$ cat src/rtl/timer_tick_gen.sv
module timer_tick_gen #(
  parameter int NCH     = 5,
  parameter int PW      = 8,
  parameter int SW      = 4,
  parameter int MAX_SEL = 4,
  parameter int GRP0_CH = 2,
  parameter int DW      = 32
) (
  input  logic           clk,
  input  logic           rst_n,
  input  logic           wr_en,
  input  logic           wr_addr,
  input  logic [DW-1:0]  wr_data,
  output logic [NCH-1:0] tick
);
  localparam int NGRP     = 2;
  localparam int PRE_BITS = NGRP * PW;
  localparam int SEL_BITS = NCH * SW;
  localparam int DCW      = MAX_SEL;
  localparam logic [PRE_BITS-1:0] RST_PRE = {NGRP{PW'(1)}};

  logic [PRE_BITS-1:0] cfg_pre;
  logic [SEL_BITS-1:0] cfg_sel;
  logic [NGRP-1:0]     pre_tick;

  always_ff @(posedge clk or negedge rst_n) begin
    if (!rst_n) begin
      cfg_pre <= RST_PRE;
      cfg_sel <= '0;
    end else if (wr_en) begin
      if (!wr_addr) cfg_pre <= wr_data[PRE_BITS-1:0];
      else          cfg_sel <= wr_data[SEL_BITS-1:0];
    end
  end

  for (genvar g = 0; g < NGRP; g++) begin : g_pre
    logic [PW-1:0] pcnt;
    assign pre_tick[g] = (pcnt == cfg_pre[g*PW +: PW]);
    always_ff @(posedge clk or negedge rst_n) begin
      if (!rst_n)                  pcnt <= '0;
      else if (wr_en || pre_tick[g]) pcnt <= '0;
      else                         pcnt <= pcnt + 1'b1;
    end
  end

  for (genvar c = 0; c < NCH; c++) begin : g_ch
    localparam int G = (c < GRP0_CH) ? 0 : 1;
    logic [SW-1:0]  sel, eff;
    logic [DCW-1:0] dcnt, mask;
    assign sel  = cfg_sel[c*SW +: SW];
    assign eff  = (sel > SW'(MAX_SEL)) ? SW'(MAX_SEL) : sel;
    assign mask = ~({DCW{1'b1}} << eff);
    assign tick[c] = pre_tick[G] && ((dcnt & mask) == mask);
    always_ff @(posedge clk or negedge rst_n) begin
      if (!rst_n)           dcnt <= '0;
      else if (wr_en)       dcnt <= '0;
      else if (pre_tick[G]) dcnt <= dcnt + 1'b1;
    end
  end
endmodule

$ cat config.mk
export PLATFORM = sky130hd
export DESIGN_NAME = timer_tick_gen
export DESIGN_NICKNAME = d
export VERILOG_FILES = /design/src/rtl/timer_tick_gen.sv
export SDC_FILE = /design/constraint.sdc
export NUM_CORES = 1
export LEC_CHECK = 0
export CAP_MARGIN = 5
export CORE_ASPECT_RATIO = 0.5
export CORE_MARGIN = 10
export CORE_UTILIZATION = 56
export CTS_CLUSTER_DIAMETER = 40
export DETAILED_ROUTE_END_ITERATION = 8
export GPL_ROUTABILITY_DRIVEN = 0
export PLACE_DENSITY_LB_ADDON = 0.3
export SETUP_SLACK_MARGIN = 0.2
export SYNTH_ARGS = -nofsm -noshare
export SYNTH_HDL_FRONTEND = slang
export SYNTH_SLANG_ARGS = --single-unit
$ cat constraint.sdc
create_clock -name clk -period 2 [get_ports clk]
set_input_delay 0.4 -clock clk [delete_from_list [all_inputs] [get_ports clk]]
set_output_delay 0.4 -clock clk [all_outputs]
set_load 0.05 [all_outputs]
After elaboration in Yosys (flattened, before gate mapping)
Index checks and enable logic that the tools add are counted.
{"block": "totals", "n_memories": 0, "mem_bits_ro": 0, "register_bits": 72, "word_cells": 72, "ram_bits": 0, "input_bits": 36, "latchBits": 0}
{"block": "classes", "bitwise": 11, "muxes": 17, "n_shift": 5, "magnitude_cmp": 5, "multipliers": 0, "n_addsub": 7, "eq_ne": 7, "n_reduce_logical": 11, "n_div": 0}
{"operator": "2-to-1 mux 4 bit", "n": 15}
{"operator": "adder 4 x 1 -> 4 bit (second input constant)", "n": 5}
{"operator": "bitwise AND 4 bit", "n": 5}
{"operator": "equality test 4 bit", "n": 5}
{"operator": "greater-than comparator 4 x 3 -> 1 bit (second input constant)", "n": 5}
{"operator": "NOT 4 bit", "n": 5}
{"operator": "left shift 4 x 4 -> 4 bit (first input constant)", "n": 5}
{"operator": "adder 8 x 1 -> 8 bit (second input constant)", "n": 2}
{"operator": "equality test 8 bit", "n": 2}
{"operator": "2-to-1 mux 8 bit", "n": 2}
{"operator": "logical AND 1 bit", "n": 5}
{"operator": "AND reduction 2 bit", "n": 2}
{"operator": "nonzero test 2 bit", "n": 2}
{"operator": "logical OR 1 bit", "n": 2}
{"operator": "NOT 1 bit", "n": 1}

Longest topological paths before layout
{"block": "logic_depth", "ltp_word": 7, "ltp_mapped": 6}

Least setup slack after synthesis
OpenSTA, ideal clock, no wires.
{"block": "synth_path", "path_kind": "reg2out", "from": "register cfg_pre[8]", "to": "output port tick[3]", "setup_slack_ps": -589, "arrival_time_ps": 2189, "stages_incl_launch_ff": 5, "t_required_ps": 1600, "path_cell_list": "dfstp_2 > xnor2_1 > and4_1 > nand3_1 > a221oi_1"}
{"block": "synth_between", "elab_chain_len": 2}
{"element": "from (decl)", "line": "22", "source": "logic [PRE_BITS-1:0] cfg_pre;"}
{"element": "from (signal assigned)", "line": "31", "source": "if (!wr_addr) cfg_pre <= wr_data[PRE_BITS-1:0];"}
{"element": "equality test 8 bit", "line": "38", "source": "assign pre_tick[g] = (pcnt == cfg_pre[g*PW +: PW]);"}
{"element": "logical AND 1 bit", "line": "53", "source": "assign tick[c] = pre_tick[G] && ((dcnt & mask) == mask);"}
{"element": "to (decl)", "line": "14", "source": "output logic [NCH-1:0] tick"}
No other way between the ends.

Final worst setup path
Same ends and word-level chain as after synthesis.

==> results.ini <==
[run_status]
run_status = finished, violations left
failed_checks = negative setup slack

[cts]
numClockSinks = 72
htree_levels = 3
cts_buffers = 9
root_buffer = clkbuf_16
clk_pin_slew_ns = 0.06
clock_path_buffers = 2
cts_tree = done
clk-insertion-delay-late_ns = 0.33

[critical_path]
critPathTopFamily = flip-flops
critPathRequiredTime_ns = 1.60
cp_slowest_cell = dfstp_2
cp.buffers_inverters = 1
path_max_fanout = 3
end_kind = output port
worstPathCellList = xnor2_2, and4_4, nand3_4, a221oi_4, buf_12
start_kind = flop
path_class = reg -> out
arrival_ns = 1.77
crit_path_max_incr_delay_ns = 0.55

[yosys]
ys_ff_latch = 72
avgSynthCellArea_sq_um = 11.2
synth-seq-area-share = 0.523
syn-instance-count = 307
yosys-top-cells-area = dfrtp_1 51%, mux2_1 12%, xnor2_1 5.1%
synth_top_area_frac = 0.508
synth.distinct_cells = 31
ys_warn_count = 0
synth_nets = 350
synth_area_sq_um = 3450
synth_top_area_cell = dfrtp_1

[placed_design]
dp_cells = 421
pre_cts_ws_ns = 0.0715
port_buffers = 28
place_area_sq_um = 4030
dp_hpwl_mm = 4.91

[timing]
tns_ns = -0.759
skew_ns = 0.00565
period_share = 1.09
tightest_slew_ns = 0.435
finalSetupViolations = 5
whs_ns = 0.0699
hold_violations = 0
rsz0062_at_grt = yes
slew_violations = 0
setup_slack_ns = -0.173
relSlewSlack = 0.710
min_period_ns = 2.17
clock.fmax_mhz = 460

[floorplan]
die_w_microns = 131
start_util = 0.572
die_y_microns = 75.5
die_area_sq_um = 9890
ioPinCount = 41
core_area_sq_um = 6030
row_count = 20

[routing]
finalWirelength_mm = 7.72
drc_errors = 0
vias = 2560
vias_per_cell = 5.64
drt_first_iter_violations = 181
antenna_left = 0
firstDrtPassIters = 4
avgRoutedWirePerCell_microns = 17.0

[global_route]
use_met1 = 0.194
grt_pass1_wl_mm = 13.0
grt_pass1_vias = 2696
use_met2 = 0.293
global_route.usage.met3 = 0.0431
track_usage = 0.167
busiest_layer = met2
antenna_found_initial = 0
overflow = 0
grt_max_degree = 73

[layout]
fin_area_sq_um = 4660
final_util = 0.772
area_growth_syn_to_layout_pct = 35.0
instances_no_fill = 454
nets = 404
drive_above_1_share = 0.262
diodes = 0

[min_path]
hp-class = in -> async

[power]
peakVddDrop_v = 0.000440
powerDensity_nw_per_um2 = 836
total_power_mw = 3.89
p_leak_nw = 1.89

[flow_run]
drv_cap = 0

[synthesized netlist by cell type]
cell type   n
and4_1      4
buf_2       8
xor2_1      7
o31ai_1    10
xnor2_2     1
nor2b_1     1
xnor2_1    20
nor2_1      7
nand2_1     5
clkinv_1    5
nand4_2     1
dfstp_2     2
buf_6       1
inv_1      10
dfrtp_1    70
o22ai_1     5
o21ai_0     5
or3_1       5
or4_1      10
nand3_1    19
nor3_1     15
nor2_2      2
mux2_1     36
nand4_1     3
a21oi_1    23
ha_1        7
nor3b_1     2
and3_1      6
o21ai_1    10
a221oi_1    2
clkbuf_1    5
[area by class of cell]
| class | instances | area [sq um] |
|---|---|---|
| clock buffer | 12 | 267 |
| sequential | 72 | 1810 |
| clock inverter | 4 | 51.3 |
| multi-input combinational | 206 | 1750 |
| fill | 345 | 1370 |
| timing repair buffer | 57 | 611 |
| tap | 88 | 110 |
| inverter | 15 | 56.3 |
[repair_timing]
item | CTS | global route
setup endpoints to repair | 13 | 21
pin swaps | 18 | 9
setup buffers | 14 | 2
cloned | 1 | 0
gates resized for setup | 26 | 10
hold buffers | 0 | 0
[cell families after synthesis]
kind of cell / count (synthesis) / share of synthesized area
XOR/XNOR: 28 / 0.0733
adder cells (fa/ha/maj): 7 / 0.0254
flip-flops: 72 / 0.523
multiplexers: 36 / 0.118
AND/OR/NAND/NOR: 80 / 0.133
buffers and inverters: 29 / 0.0366
AO/OA/AOI/OAI: 55 / 0.0910
[where the power goes]
group / internal [mW] / total, mW / leakage [nW] / switching [mW]
Clock: 1.07 / 1.66 / 0.155 / 0.593
Sequential: 1.59 / 1.70 / 0.912 / 0.110
Combinational: 0.293 / 0.539 / 0.826 / 0.246
[registers in the layout, indices dropped and copies added, names as in the netlist]
name / cells
cfg_pre: 16
cfg_sel: 20
g_ch.dcnt: 20
g_pre.pcnt: 16
[path summary, 6_finish.rpt]
path	cells after the start	start	slack, ns	endpoint
setup / recovery	5	cfg_pre[8]	-0.17	tick[3]
hold / removal	2	rst_n	0.07	cfg_sel[14]
setup reg to reg	8	cfg_pre[0]	0.04	g_ch[1].dcnt[0]
hold reg to reg	1	cfg_sel[14]	0.49	cfg_sel[14]
max in group asynchronous	2	rst_n	1.56	cfg_pre[0]
min in group clk	1	cfg_sel[14]	0.49	cfg_sel[14]
[cell usage in the layout (no fill, tap or decap), types with 4 or more instances in the layout]
cell type        count
xor2_1               7
o22ai_1              5
o21ai_0              5
nor2_1               7
dfrtp_1             66
buf_4               21
nor3_1              15
dfrtp_2              4
inv_1               10
o31ai_1              7
nand3_1             17
nand2_1              5
buf_6                4
a21oi_2              6
buf_12               7
or4_1                7
clkinv_1             5
xnor2_1              9
mux2_1              36
a21oi_1             17
clkdlybuf4s50_1     22
clkbuf_16            9
o21ai_1              9
ha_1                 7
xnor2_2             12
[routing by layer]
metal  share of wire  vias up  routed length, microns
met2            0.52       50                    4000
met5               0        -                       0
met1            0.43     1273                    3310
met3           0.041        9                     313
met4           0.013        0                      99
li1                -     1228                       -
(Power assumes the default switching activity.)
